===== src/rtl/fel_pkg.sv =====
package fel_pkg;
    localparam int NKIND = 7;
    localparam int KW    = $clog2(NKIND);

    typedef enum logic [KW-1:0] {
        K_UR   = 3'd0,
        K_UC   = 3'd1,
        K_PSN  = 3'd2,
        K_ECRC = 3'd3,
        K_MAL  = 3'd4,
        K_CTO  = 3'd5,
        K_INT  = 3'd6
    } kind_e;

    localparam logic [NKIND-1:0] PKT_MASK =
        NKIND'((1 << K_UR) | (1 << K_UC) | (1 << K_PSN) | (1 << K_ECRC) | (1 << K_MAL));

    localparam logic [1:0] CPL_SC = 2'd0;
    localparam logic [1:0] CPL_UR = 2'd1;
    localparam logic [1:0] CPL_CA = 2'd2;

    localparam logic RD_DESC = 1'b0;
    localparam logic RD_DATA = 1'b1;
endpackage


===== src/rtl/fel_pollute.sv =====
module fel_pollute
    import fel_pkg::*;
(
    input  logic [NKIND-1:0] kinds,
    output logic [NKIND-1:0] keep,
    output logic             pkt_hit,
    output logic [KW-1:0]    pkt_idx
);
    localparam int NRANK = 5;
    localparam kind_e RANK [NRANK] = '{K_MAL, K_ECRC, K_UR, K_UC, K_PSN};

    always_comb begin
        keep    = kinds & ~PKT_MASK;
        pkt_hit = 1'b0;
        pkt_idx = '0;
        for (int r = 0; r < NRANK; r++) begin
            if (!pkt_hit && kinds[RANK[r]]) begin
                pkt_hit = 1'b1;
                pkt_idx = RANK[r];
            end
        end
        if (pkt_hit) begin
            keep[pkt_idx] = 1'b1;
        end
    end
endmodule


===== src/rtl/fel_hdr_log.sv =====
module fel_hdr_log
    import fel_pkg::*;
#(
    parameter int HW = 128
) (
    input  logic             clk,
    input  logic             rst_n,
    input  logic             ev_valid,
    input  logic [NKIND-1:0] keep,
    input  logic             pkt_hit,
    input  logic [KW-1:0]    pkt_idx,
    input  logic             psn_raw,
    input  logic             on_link,
    input  logic [HW-1:0]    hdr_in,
    input  logic             clr_we,
    input  logic [NKIND-1:0] clr_mask,
    input  logic             dpe_clr,
    output logic [NKIND-1:0] sts,
    output logic             dpe,
    output logic             hdr_valid,
    output logic [KW-1:0]    first_err,
    output logic [HW-1:0]    hdr_log
);
    typedef struct packed {
        logic [NKIND-1:0] sts;
        logic             dpe;
        logic             hv;
        logic [KW-1:0]    fe;
        logic [HW-1:0]    hdr;
    } log_t;

    log_t log_d, log_q;

    always_comb begin
        log_d = log_q;
        if (clr_we) begin
            log_d.sts = log_q.sts & ~clr_mask;
            if (log_q.hv && clr_mask[log_q.fe]) begin
                log_d.hv = 1'b0;
            end
        end
        if (dpe_clr) begin
            log_d.dpe = 1'b0;
        end
        if (ev_valid) begin
            log_d.sts = log_d.sts | keep;
            if (psn_raw) begin
                log_d.dpe = 1'b1;
            end
            if (!log_q.hv) begin
                if (pkt_hit && on_link) begin
                    log_d.hv  = 1'b1;
                    log_d.fe  = pkt_idx;
                    log_d.hdr = hdr_in;
                end else if (keep[K_INT]) begin
                    log_d.hv  = 1'b1;
                    log_d.fe  = K_INT;
                    log_d.hdr = '1;
                end
            end
        end
    end

    always_ff @(posedge clk) begin
        if (!rst_n) begin
            log_q <= '0;
        end else begin
            log_q <= log_d;
        end
    end

    assign sts       = log_q.sts;
    assign dpe       = log_q.dpe;
    assign hdr_valid = log_q.hv;
    assign first_err = log_q.fe;
    assign hdr_log   = log_q.hdr;

    p_one_pkt_r2: assert property (@(posedge clk) disable iff (!rst_n)
        ev_valid |-> $onehot0(keep & PKT_MASK));

    p_nopkt_every_r3: assert property (@(posedge clk) disable iff (!rst_n)
        ev_valid && keep[K_CTO] |=> log_q.sts[K_CTO]);

    p_hdr_held_r4: assert property (@(posedge clk) disable iff (!rst_n)
        log_q.hv && $past(log_q.hv) |-> $stable(log_q.hdr) && $stable(log_q.fe));

    p_offlink_nohdr_r5: assert property (@(posedge clk) disable iff (!rst_n)
        !log_q.hv && ev_valid && !on_link && !keep[K_INT] |=> !log_q.hv);

    p_int_ones_r6: assert property (@(posedge clk) disable iff (!rst_n)
        log_q.hv && log_q.fe == K_INT |-> &log_q.hdr);

    p_dpe_poison_r7: assert property (@(posedge clk) disable iff (!rst_n)
        ev_valid && psn_raw |=> log_q.dpe);
endmodule


===== src/rtl/fel_chan.sv =====
module fel_chan
    import fel_pkg::*;
#(
    parameter int NCH = 4,
    parameter int CW  = 2
) (
    input  logic           clk,
    input  logic           rst_n,
    input  logic           cpl_valid,
    input  logic [1:0]     cpl_status,
    input  logic [CW-1:0]  cpl_chan,
    input  logic           cpl_kind,
    input  logic [NCH-1:0] start,
    input  logic           clr_we,
    input  logic [CW-1:0]  clr_sel,
    input  logic [1:0]     clr_mask,
    output logic [NCH-1:0] busy,
    output logic [NCH-1:0] desc_ca,
    output logic [NCH-1:0] data_ca
);
    typedef struct packed {
        logic [NCH-1:0] busy;
        logic [NCH-1:0] dca;
        logic [NCH-1:0] uca;
    } ch_t;

    ch_t ch_d, ch_q;

    always_comb begin
        ch_d = ch_q;
        for (int i = 0; i < NCH; i++) begin
            logic hit, ab_desc, ab_data;
            hit     = cpl_valid && (cpl_chan == CW'(i)) && ch_q.busy[i];
            ab_desc = hit && (cpl_status == CPL_CA) && (cpl_kind == RD_DESC);
            ab_data = hit && (cpl_status == CPL_UR) && (cpl_kind == RD_DATA);
            if (clr_we && (clr_sel == CW'(i))) begin
                if (clr_mask[0]) ch_d.dca[i] = 1'b0;
                if (clr_mask[1]) ch_d.uca[i] = 1'b0;
            end
            if (ab_desc) ch_d.dca[i] = 1'b1;
            if (ab_data) ch_d.uca[i] = 1'b1;
            if (ab_desc || ab_data) begin
                ch_d.busy[i] = 1'b0;
            end else if (start[i] && !ch_q.dca[i] && !ch_q.uca[i]) begin
                ch_d.busy[i] = 1'b1;
            end
        end
    end

    always_ff @(posedge clk) begin
        if (!rst_n) begin
            ch_q <= '0;
        end else begin
            ch_q <= ch_d;
        end
    end

    assign busy    = ch_q.busy;
    assign desc_ca = ch_q.dca;
    assign data_ca = ch_q.uca;

    for (genvar g = 0; g < NCH; g++) begin : g_chk
        p_desc_abort_r10: assert property (@(posedge clk) disable iff (!rst_n)
            cpl_valid && cpl_chan == CW'(g) && ch_q.busy[g] && cpl_status == CPL_CA
            && cpl_kind == RD_DESC |=> ch_q.dca[g] && !ch_q.busy[g]);

        p_data_abort_r11: assert property (@(posedge clk) disable iff (!rst_n)
            cpl_valid && cpl_chan == CW'(g) && ch_q.busy[g] && cpl_status == CPL_UR
            && cpl_kind == RD_DATA |=> ch_q.uca[g] && !ch_q.busy[g]);

        p_ok_keeps_busy_r12: assert property (@(posedge clk) disable iff (!rst_n)
            cpl_valid && cpl_chan == CW'(g) && ch_q.busy[g] && cpl_status == CPL_SC
            |=> ch_q.busy[g]);

        p_abort_idle_r13: assert property (@(posedge clk) disable iff (!rst_n)
            (ch_q.dca[g] || ch_q.uca[g]) |-> !ch_q.busy[g]);
    end
endmodule


===== src/rtl/fn_err_log.sv =====
module fn_err_log
    import fel_pkg::*;
#(
    parameter int NCH = 4,
    parameter int HW  = 128,
    parameter int CW  = (NCH > 1) ? $clog2(NCH) : 1
) (
    input  logic             clk,
    input  logic             rst_n,
    input  logic             ev_valid,
    input  logic [NKIND-1:0] ev_kind,
    input  logic             ev_on_link,
    input  logic [HW-1:0]    ev_hdr,
    input  logic             aer_clr_we,
    input  logic [NKIND-1:0] aer_clr_mask,
    input  logic             dpe_clr,
    input  logic             cpl_valid,
    input  logic [1:0]       cpl_status,
    input  logic [CW-1:0]    cpl_chan,
    input  logic             cpl_kind,
    input  logic [NCH-1:0]   ch_start,
    input  logic             ch_clr_we,
    input  logic [CW-1:0]    ch_clr_sel,
    input  logic [1:0]       ch_clr_mask,
    output logic [NKIND-1:0] aer_sts,
    output logic             dpe,
    output logic             hdr_valid,
    output logic [KW-1:0]    first_err,
    output logic [HW-1:0]    hdr_log,
    output logic [NCH-1:0]   ch_busy,
    output logic [NCH-1:0]   ch_desc_ca,
    output logic [NCH-1:0]   ch_data_ca
);
    logic [NKIND-1:0] keep;
    logic             pkt_hit;
    logic [KW-1:0]    pkt_idx;

    fel_pollute u_pollute (
        .kinds   (ev_kind),
        .keep    (keep),
        .pkt_hit (pkt_hit),
        .pkt_idx (pkt_idx)
    );

    fel_hdr_log #(.HW(HW)) u_hdr_log (
        .clk       (clk),
        .rst_n     (rst_n),
        .ev_valid  (ev_valid),
        .keep      (keep),
        .pkt_hit   (pkt_hit),
        .pkt_idx   (pkt_idx),
        .psn_raw   (ev_kind[K_PSN]),
        .on_link   (ev_on_link),
        .hdr_in    (ev_hdr),
        .clr_we    (aer_clr_we),
        .clr_mask  (aer_clr_mask),
        .dpe_clr   (dpe_clr),
        .sts       (aer_sts),
        .dpe       (dpe),
        .hdr_valid (hdr_valid),
        .first_err (first_err),
        .hdr_log   (hdr_log)
    );

    fel_chan #(.NCH(NCH), .CW(CW)) u_chan (
        .clk        (clk),
        .rst_n      (rst_n),
        .cpl_valid  (cpl_valid),
        .cpl_status (cpl_status),
        .cpl_chan   (cpl_chan),
        .cpl_kind   (cpl_kind),
        .start      (ch_start),
        .clr_we     (ch_clr_we),
        .clr_sel    (ch_clr_sel),
        .clr_mask   (ch_clr_mask),
        .busy       (ch_busy),
        .desc_ca    (ch_desc_ca),
        .data_ca    (ch_data_ca)
    );
endmodule


===== config.mk =====
export PLATFORM = sky130hd
export DESIGN_NAME = fn_err_log
export DESIGN_NICKNAME = d
export VERILOG_FILES = /design/src/rtl/fel_pkg.sv /design/src/rtl/fel_pollute.sv /design/src/rtl/fel_hdr_log.sv /design/src/rtl/fel_chan.sv /design/src/rtl/fn_err_log.sv
export SDC_FILE = /design/constraint.sdc
export NUM_CORES = 1
export LEC_CHECK = 0
export ABC_AREA = 1
export ABC_CLOCK_PERIOD_IN_PS = 2600
export BUFFER_PORTS_ARGS = -buffer_cell sky130_fd_sc_hd__buf_2
export CAP_MARGIN = 30
export CELL_PAD_IN_SITES_DETAIL_PLACEMENT = 1
export CELL_PAD_IN_SITES_GLOBAL_PLACEMENT = 2
export CORE_MARGIN = 3
export CORE_UTILIZATION = 24
export DETAILED_ROUTE_END_ITERATION = 10
export PLACE_DENSITY = 0.91
export SLEW_MARGIN = 15
export SYNTH_ARGS = -nofsm -noshare
export SYNTH_HDL_FRONTEND = slang
export SYNTH_HIERARCHICAL = 1
export SYNTH_SLANG_ARGS = --single-unit

===== constraint.sdc =====
create_clock -name clk -period 2.6 [get_ports clk]
set_clock_uncertainty 0.2 [all_clocks]
set_input_delay 0.26 -clock clk [delete_from_list [all_inputs] [get_ports clk]]
set_output_delay 0.26 -clock clk [all_outputs]
set_load 0.01 [all_outputs]

After elaboration in Yosys (flattened, before gate mapping)
Index checks and enable logic that the tools add are counted.
{ "op_classes": {"n_addsub": 0, "n_mul": 0, "div_mod_pow": 0, "n_lt_le_gt_ge": 3, "eq_ne": 8, "shifts": 0, "muxes": 42, "bitwise_logic": 7, "n_reduce_logical": 91} }
{ "op_table": {"columns": ["operator", "count"], "rows": [
  ["$mux 132", 3],
  ["$mux 140", 1],
  ["$logic_and 1x1->1", 43],
  ["$reduce_bool 2->1", 17],
  ["$mux 1", 29],
  ["$reduce_and 2->1", 8],
  ["$mux 3", 5],
  ["$mux 7", 2],
  ["$or 7x7->7", 2],
  ["$logic_not 1->1", 12],
  ["$eq 2x2->1 const B", 5],
  ["$lt 3x4->1 const B", 2],
  ["$reduce_or 2->1", 4],
  ["$and 7x7->7", 1],
  ["$not 7->7", 1],
  ["$eq 2x1->1 const B", 3],
  ["$logic_not 2->1", 2],
  ["$logic_or 1x1->1", 4],
  ["$bmux 1 s3", 1],
  ["$demux 1 s3", 1],
  ["$ge 3x1->1 const B", 1],
  ["$not 1->1", 3],
  ["$reduce_and 3->1", 1]
]} }
{ "totals": {"register_bits": 152, "latch_bits": 0, "ramBits": 0, "rom_bits": 0, "inputBits": 163, "wordCells": 168, "memories": 0} }

Logic depth before layout (Yosys ltp)
Gate-level depths: netlist (run 1).
{ "depth": {"word_depth": 23, "ltp_mapped": 10, "depth_no_buf": 9} }

Hierarchy
The synthesis (run 1) kept the hierarchy.
{ "modules_own_cells": {"columns": ["module", "instances", "cells_per_inst", "area_per_inst_um2", "seq_area_each_um2"], "rows": [
  ["fel_hdr_log", 1, 635, 4964.8, 2802.7],
  ["fel_chan", 1, 89, 586.8, 240.2],
  ["fel_pollute", 1, 19, 88.8, 0.0]
]} }

Least setup slack after synthesis (run 1)
Ideal clock, no wire load.
{ "synth_path": {"path_type": "input -> register", "start": "input ev_kind[1]", "end": "register u_hdr_log.log_q, in the netlist u_hdr_log/hdr_log[39]", "arrival_ns": 1.107, "required_ns": 2.283, "slack_ns": 1.176, "path_stages": 9, "path_buffers": 2, "cell_sequence": "inv_1 > nand4_1 > nand2_1 > inv_1 > nand3_2 > buf_2 > buf_2 > o21ai_0 > nor2_1"} }
{ "synth_via": {"word_cells_on_any_way": 18} }
{ "synth_lines": {"columns": ["item", "line", "source"], "rows": [
  ["start, declared", "fn_err_log.sv:11", "input logic [NKIND-1:0] ev_kind,"],
  ["$logic_and 1x1->1 *", "fel_pollute.sv:17", "if (!pkt_hit && kinds[RANK[r]]) begin"],
  ["$mux 1 *", "fel_pollute.sv:17", null],
  ["$logic_not 1->1", "fel_pollute.sv:17", null],
  ["$logic_and 1x1->1", "fel_pollute.sv:17", null],
  ["$mux 1 *", "fel_pollute.sv:17", null],
  ["net pkt_hit", "fn_err_log.sv:35", "logic pkt_hit;"],
  ["$mux 7 / $logic_and 1x1->1 (equally long branches)", "fel_pollute.sv:22, fel_hdr_log.sv:51", null],
  ["$reduce_bool 2->1 (no source line)", null, null],
  ["$reduce_and 3->1 (no source line)", null, null],
  ["end signal, assigned", "fel_hdr_log.sv:68", "log_q <= log_d;"],
  ["end, declared", "fel_hdr_log.sv:32", "log_t log_d, log_q;"]
]} }
The timed path passes the listed nets; every way through them passes the cells marked *.
A chain may end at the register's enable or synchronous reset.

Worst setup path after layout (run 1)
{ "layout_path": {"start": "input ev_kind[4]", "end": "register u_hdr_log.log_q, in the netlist u_hdr_log/hdr_log[18]"} }
{ "layout_via": {"word_cells_on_any_way": 29} }
{ "layout_lines": {"columns": ["item", "line"], "rows": [
  ["$mux 1 *", "fel_pollute.sv:17"],
  ["$logic_not 1->1", "fel_pollute.sv:17"],
  ["$logic_and 1x1->1", "fel_pollute.sv:17"],
  ["$mux 1 *", "fel_pollute.sv:17"],
  ["$logic_not 1->1", "fel_pollute.sv:17"],
  ["$logic_and 1x1->1", "fel_pollute.sv:17"],
  ["$mux 1 *", "fel_pollute.sv:17"],
  ["$logic_not 1->1", "fel_pollute.sv:17"],
  ["$logic_and 1x1->1", "fel_pollute.sv:17"],
  ["$mux 1 *", "fel_pollute.sv:17"],
  ["$logic_not 1->1", "fel_pollute.sv:17"],
  ["$logic_and 1x1->1", "fel_pollute.sv:17"],
  ["$mux 1 *", "fel_pollute.sv:17"],
  ["net pkt_hit", "fn_err_log.sv:35"],
  ["$mux 7 / $logic_and 1x1->1 (equally long branches)", "fel_pollute.sv:22, fel_hdr_log.sv:51"],
  ["$reduce_bool 2->1 (no source line)", null],
  ["$reduce_and 3->1 (no source line)", null]
]} }
Marks and branches as above.

==> impl_metrics.env, run 1 <==
export IMPL_switching_share=0.287
export IMPL_pre_cts_slack_ns=0.706
export IMPL_grt_use_total=0.182
export IMPL_worst_setup_path_start_kind="input pin"
export IMPL_cp_required_ns=2.74
export IMPL_tns_ns=0
export IMPL_clk_path_buf_depth=2
export IMPL_p_leak_nw=4.61
export IMPL_drv_cap=0
export IMPL_relSlewSlack=0.594
export IMPL_arrival_ns=2.30
export IMPL_status="finished, final reports clean"
export IMPL_area_delta_synth_final_pct=69.3
export IMPL_route_vias_total=6660
export IMPL_vias_per_cell=4.40
export IMPL_syn_cell_area_um2=5640
export IMPL_insertion_delay_ns=0.41
export IMPL_die_area_um2=25400
export IMPL_grt_pass1_wl_mm=37.9
export IMPL_die_w_um=159
export IMPL_grt_overflow=0
export IMPL_critPathKind="input pin to flop"
export IMPL_p_int_mw=4.55
export IMPL_pwr_share_seq=0.418
export IMPL_htree_levels=4
export IMPL_syn_num_nets=906
export IMPL_grt_pass1_vias=7337
export IMPL_p_total_mw=6.39
export IMPL_cts_clk_slew_worst_paths_ns=0.07
export IMPL_cts_sinks=152
export IMPL_grt_max_degree=129
export IMPL_synthCells=743
export IMPL_dp_cells=1328
export IMPL_clock_power_share=0.390
export IMPL_drtIter0Drc=297
export IMPL_synth_seq_cells=152
export IMPL_timing_fmax_mhz=463
export IMPL_die_h_um=159
export IMPL_syn_avg_cell_area_um2=7.59
export IMPL_drive_gt1_frac=0.306
export IMPL_p_sw_mw=1.84
export IMPL_cts_tree="done"
export IMPL_rsz0062_at_grt="no"
export IMPL_drt_pass1_iter_count=4
export IMPL_place_congestion=0.742
export IMPL_setup_ws_ns=0.442
export IMPL_place_detailed_hpwl_mm=14.2
export IMPL_hold_viol=0
export IMPL_finalNetCount=1350
export IMPL_power_density_nw_per_um2=669
export IMPL_antenna_left=0
export IMPL_portBuffers=314
export IMPL_drc=0
export IMPL_ios=315
export IMPL_slew_viol_final=0
export IMPL_cts_buffers=17
export IMPL_path_max_fanout=128
export IMPL_setup_violations=0
export IMPL_yosysSeqAreaShare=0.539
export IMPL_antenna_found_initial=2
export IMPL_layout_common_cells="buf_2 (313), nor2_1 (267), dlygate4sd3_1 (153)"
export IMPL_ir_drop_v=0.000330
export IMPL_post_cts_buffers=0
export IMPL_rows=55
export IMPL_combPwrFrac=0.192
export IMPL_yosys_warnings=6
export IMPL_wl_per_cell_um=15.5
export IMPL_hold_class="input pin to flop"
export IMPL_fin_cells=1514
export IMPL_core_area_um2=22800
export IMPL_start_util=0.247
export IMPL_synth_cell_types=22
export IMPL_cts_root_buf="clkbuf_16"
export IMPL_crit_path_end_kind="flop"
export IMPL_period_share=0.830
export IMPL_wl_mm=23.5
export IMPL_whs_ns=0.0222
export IMPL_worst_pin_slew_ns=0.608
export IMPL_layout_commonest_cell="buf_2"
export IMPL_period_needed_ns=2.16
==> cell usage after synthesis <==
master / n / area (um^2)
nand2_2: 3 / 18.8
buf_4: 1 / 7.51
o21ai_0: 102 / 510
inv_2: 4 / 15.0
buf_2: 16 / 80.1
nor2_4: 1 / 11.3
nor2_1: 267 / 1000
nand3_1: 7 / 35.0
nor3_1: 1 / 5.00
nor2_2: 6 / 37.5
clkinv_1: 1 / 3.75
nand3_2: 1 / 10.0
nand4_1: 8 / 50.1
nand2_1: 65 / 244
clkbuf_1: 20 / 75.1
inv_1: 21 / 78.8
o21ai_1: 33 / 165
a21oi_1: 20 / 100
buf_6: 11 / 124
dfxtp_1: 152 / 3040
a21o_1: 2 / 15.0
o21ai_2: 1 / 8.76
==> state kept, by name, indices dropped and copies added, names as in the netlist <==
signal               flops
u_hdr_log/dpe            1
u_chan/data_ca           4
u_chan/desc_ca           4
u_hdr_log/first_err      3
u_hdr_log/hdr_log      128
u_chan/busy              4
u_hdr_log/sts            7
u_hdr_log/hdr_valid      1
==> power by group through the flow <==
stage	sequential [mW]	combinational (mW)	clock, mW
2_1_floorplan	2.82	0.444	0
3_3_place_gp	2.71	1.00	0
3_5_place_dp	2.72	1.02	0
4_1_cts	2.67	1.21	2.57
5_1_grt	2.70	1.35	2.68
6_report	2.67	1.23	2.49
==> per-stage QoR <==
stage                     cell area (um^2)  utilization
after CTS                             9540        0.418
after detailed placement              7430        0.325
after floorplan                       5640            -
after global routing                  9550        0.418
after global placement                7430        0.325
final                                 9550        0.418
==> repair_timing <==
action / in CTS / in global routing
endpoints found under the setup margin: 0 / 0
gates resized for setup: 0 / 0
hold buffers: 153 / 0
endpoints found under the hold margin: 147 / 0
==> routing by layer <==
| layer | vias to the layer above | GRT usage | wire length [um] |
|---|---|---|---|
| met5 | - | 0 | 0 |
| met4 | 0 | 0.0852 | 704 |
| met3 | 54 | 0.0510 | 1350 |
| met2 | 224 | 0.324 | 11900 |
| met1 | 3118 | 0.201 | 9530 |
| li1 | 3264 | - | - |
==> logic make-up after synthesis <==
family / Yosys count / share of synthesized area
AOI/OAI and AO/OA: 158 / 0.142
buffers and inverters: 74 / 0.0681
DFF: 152 / 0.539
and+or+nand+nor: 359 / 0.251
==> path summary, 6_finish.rpt <==
check,startpoint,to,slack [ns],cells past startpoint
setup / recovery,ev_kind[4],u_hdr_log/hdr_log[18],0.44,10
hold / removal,ev_valid,u_hdr_log/sts[4],0.02,3
setup reg to reg,u_hdr_log/hdr_valid,u_hdr_log/hdr_log[18],0.79,5
hold reg to reg,u_hdr_log/hdr_log[62],u_hdr_log/hdr_log[62],0.26,2
==> critical path, stage by stage <==
cell           delay (ns)
dlygate4sd3_1        0.53
buf_2                0.16
nor2_4               0.11
nand4_1              0.08
nand2_1              0.07
inv_1                0.07
nand3_4              0.10
buf_12               0.38
o21ai_0              0.22
nor2_1               0.15
==> layout make-up <==
cell class / count / area (um^2)
clock inverters: 13 / 144
repair buffers: 473 / 3200
fillers: 2857 / 13300
clock buffers: 18 / 439
inverters: 26 / 97.6
diodes: 2 / 5.00
multi-input cells: 517 / 2230
flip-flops and latches: 152 / 3040
well taps: 313 / 392
(Power assumes the default switching activity.)
==> run 2: changes to the inputs <==
--- a/config.mk
+++ b/config.mk
@@ -6,15 +6,15 @@
 export NUM_CORES = 1
 export LEC_CHECK = 0
 export ABC_AREA = 1
-export ABC_CLOCK_PERIOD_IN_PS = 2600
+export ABC_CLOCK_PERIOD_IN_PS = 2200
 export BUFFER_PORTS_ARGS = -buffer_cell sky130_fd_sc_hd__buf_2
 export CAP_MARGIN = 30
 export CELL_PAD_IN_SITES_DETAIL_PLACEMENT = 1
 export CELL_PAD_IN_SITES_GLOBAL_PLACEMENT = 2
 export CORE_MARGIN = 3
-export CORE_UTILIZATION = 24
+export CORE_UTILIZATION = 23
 export DETAILED_ROUTE_END_ITERATION = 10
-export PLACE_DENSITY = 0.91
+export PLACE_DENSITY = 0.88
 export SLEW_MARGIN = 15
 export SYNTH_ARGS = -nofsm -noshare
 export SYNTH_HDL_FRONTEND = slang
==> constraint.sdc (replaced) <==
create_clock -name clk -period 2.2 [get_ports clk]
set_clock_uncertainty 0.2 [all_clocks]
set_input_delay 0.22 -clock clk [delete_from_list [all_inputs] [get_ports clk]]
set_output_delay 0.22 -clock clk [all_outputs]
set_load 0.01 [all_outputs]
==> run 2 against run 1 <==
  * Routed wire length increased by 2.0%
  * Clock power increased by 33%
  * Flip-flop and latch count unchanged
  * Combinational power increased by 23%
  * Count of clock-buffer cells in the layout unchanged
  * Register-to-register slack got worse by 0.68 ns
  * Hold slack improved by 0.0069 ns
  * Die area increased by 4.2%
  * Critical endpoint is now u_chan/busy[0]
  * Highest routed layer unchanged
==> impl_metrics.env, run 2 (synthesis gave the netlist of run 1 again) <==
export IMPL_portBuffers=314
export IMPL_hold_depth=5
export IMPL_antenna_left=0
export IMPL_layout_common_cells="buf_2 (313), nor2_1 (267), dlygate4sd3_1 (168)"
export IMPL_route_vias_total=6738
export IMPL_cp_required_ns=2.30
export IMPL_vias_per_cell=4.36
export IMPL_cp_cell_sequence="dlygate4sd3_1, buf_2, a21o_1, nand2_1, dlygate4sd3_1, nor2_1, dlygate4sd3_1"
export IMPL_place_detailed_hpwl_mm=14.9
export IMPL_power_density_nw_per_um2=804
export IMPL_drive_gt1_frac=0.310
export IMPL_grt_overflow=0
export IMPL_pre_cts_slack_ns=0.346
export IMPL_crit_path_end_kind="flop"
export IMPL_seqCellArea_um2=3050
export IMPL_grt_pass1_vias=7357
export IMPL_ios=315
export IMPL_cts_tree="done"
export IMPL_r2r_cells=6
export IMPL_core_area_um2=23800
export IMPL_grt_use_total=0.177
export IMPL_arrival_ns=2.24
export IMPL_timing_fmax_mhz=467
export IMPL_cts_root_buf="clkbuf_16"
export IMPL_clk_path_buf_depth=2
export IMPL_place_congestion=0.758
export IMPL_wl_per_cell_um=15.5
export IMPL_antenna_found_initial=0
export IMPL_critPathSlowestCell="dlygate4sd3_1"
export IMPL_layout_commonest_cell="buf_2"
export IMPL_grt_pass1_wl_mm=37.7
export IMPL_slowest_delay_ns=0.55
export IMPL_hold_class="input pin to flop"
export IMPL_worst_setup_path_start_kind="input pin"
export IMPL_wl_mm=24.0
export IMPL_status="finished, final reports clean"
export IMPL_die_h_um=163
export IMPL_fillers=2931
export IMPL_start_util=0.237
export IMPL_rows=56
export IMPL_drt_pass1_iter_count=4
export IMPL_relSlewSlack=0.463
export IMPL_worst_pin_slew_ns=0.802
export IMPL_r2r_end="u_chan/busy[0]"
export IMPL_whs_endpoint="u_hdr_log/sts[2]"
export IMPL_rsz0062_at_grt="no"
export IMPL_setup_violations=0
export IMPL_cts_clk_slew_worst_paths_ns=0.07
export IMPL_critPathKind="input pin to flop"
export IMPL_drc=0
export IMPL_path_max_fanout=1
export IMPL_grt_max_degree=81
export IMPL_die_area_um2=26400
export IMPL_drtIter0Drc=262
export IMPL_die_w_um=163
export IMPL_min_from="ev_kind[2]"
export IMPL_htree_levels=4
export IMPL_multi_input_area_um2=2230
export IMPL_largest_register_ffs=128
export IMPL_cpMostUsedCell="dlygate4sd3_1"
export IMPL_hold_viol=0
export IMPL_finalNetCount=1376
export IMPL_p_leak_nw=4.77
export IMPL_area_delta_synth_final_pct=75.4
export IMPL_period_share=0.973
export IMPL_r2r_start="u_chan/busy[0]"
export IMPL_insertion_delay_ns=0.42
export IMPL_cts_buffers=17
export IMPL_slew_viol_final=0
export IMPL_p_total_mw=7.96
export IMPL_rrSetupSlack_ns=0.11
export IMPL_period_needed_ns=2.14
export IMPL_tns_ns=0
export IMPL_cts_sinks=152
export IMPL_setup_ws_ns=0.0604
export IMPL_drv_cap=0
export IMPL_ir_drop_v=0.000404
==> run 2: changes by cell type in the layout (fill, tap and decap cells not counted), sizes merged <==
| cell | previous run | this run |
|---|---|---|
| dlygate4sd3 | 153 | 168 |
| clkinvlp | 1 | 0 |
| buf | 320 | 330 |
| bufinv | 2 | 5 |
| clkinv | 7 | 5 |
| dlymetal6s4s | 0 | 1 |
| diode | 2 | 1 |
==> run 2: per-layer routing <==
metal  global-route usage  part of all wire  vias to the layer above
met5                    0                 0                        -
met4               0.0773             0.034                        0
met3               0.0437             0.050                       56
met2                0.329              0.52                      205
met1                0.190              0.39                     3169
li1                     -                 -                     3308
==> run 2: power breakdown <==
| group | switching (mW) | internal [mW] |
|---|---|---|
| sequential | 0.137 | 3.02 |
| combinational | 0.811 | 0.696 |
| clock | 1.24 | 2.06 |
| total | 2.19 | 5.77 |
==> run 2: per-stage QoR <==
stage,hold slack (ns),area [um^2],instances,util
2_1_floorplan,0.141,5640,743,-
3_3_place_gp,0.243,7530,1343,0.317
3_5_place_dp,0.252,7530,1343,0.317
4_1_cts,0.0102,9880,1543,0.416
5_1_grt,0.0458,9890,1544,0.416
6_report,0.0291,9890,1545,0.417
==> run 2: worst max-delay path, delay by kind of cell <==
kind                   cells  cell delay (ns)
AO/OA/AOI/OAI              1             0.17
buffers and inverters      4             1.77
AND/OR/NAND/NOR            2             0.09
==> run 2: how the worst max path moves through the flow <==
stage                        start  cells past startpoint                    end  slack [ns]
floorplan               ev_kind[1]                      9  u_hdr_log/hdr_log[39]        0.82
global placement        ev_kind[4]                     10  u_hdr_log/hdr_log[56]        0.36
detailed placement      ev_kind[4]                     10  u_hdr_log/hdr_log[62]        0.35
CTS                 u_chan/busy[0]                      6      u_chan/data_ca[0]        0.09
global route        u_chan/busy[0]                      7         u_chan/busy[0]       0.002
finish                 ch_start[0]                      7         u_chan/busy[0]        0.06
==> run 2: cell type report <==
class                      instances  share of cell area
sequential                       152               0.308
antenna                            1            0.000253
clock inverter                    13              0.0218
tap                              319              0.0403
multi-input combinational        517               0.226
timing repair buffer             499               0.350
inverter                          26             0.00986
clock buffer                      18              0.0444
==> run 2: what timing repair did <==
| item | CTS | global route |
|---|---|---|
| endpoints found under the setup margin | 0 | 3 |
| buffers inserted | 0 | 1 |
| hold endpoints to repair | 150 | 0 |
| gates resized for setup | 0 | 4 |
| hold buffers | 169 | 0 |
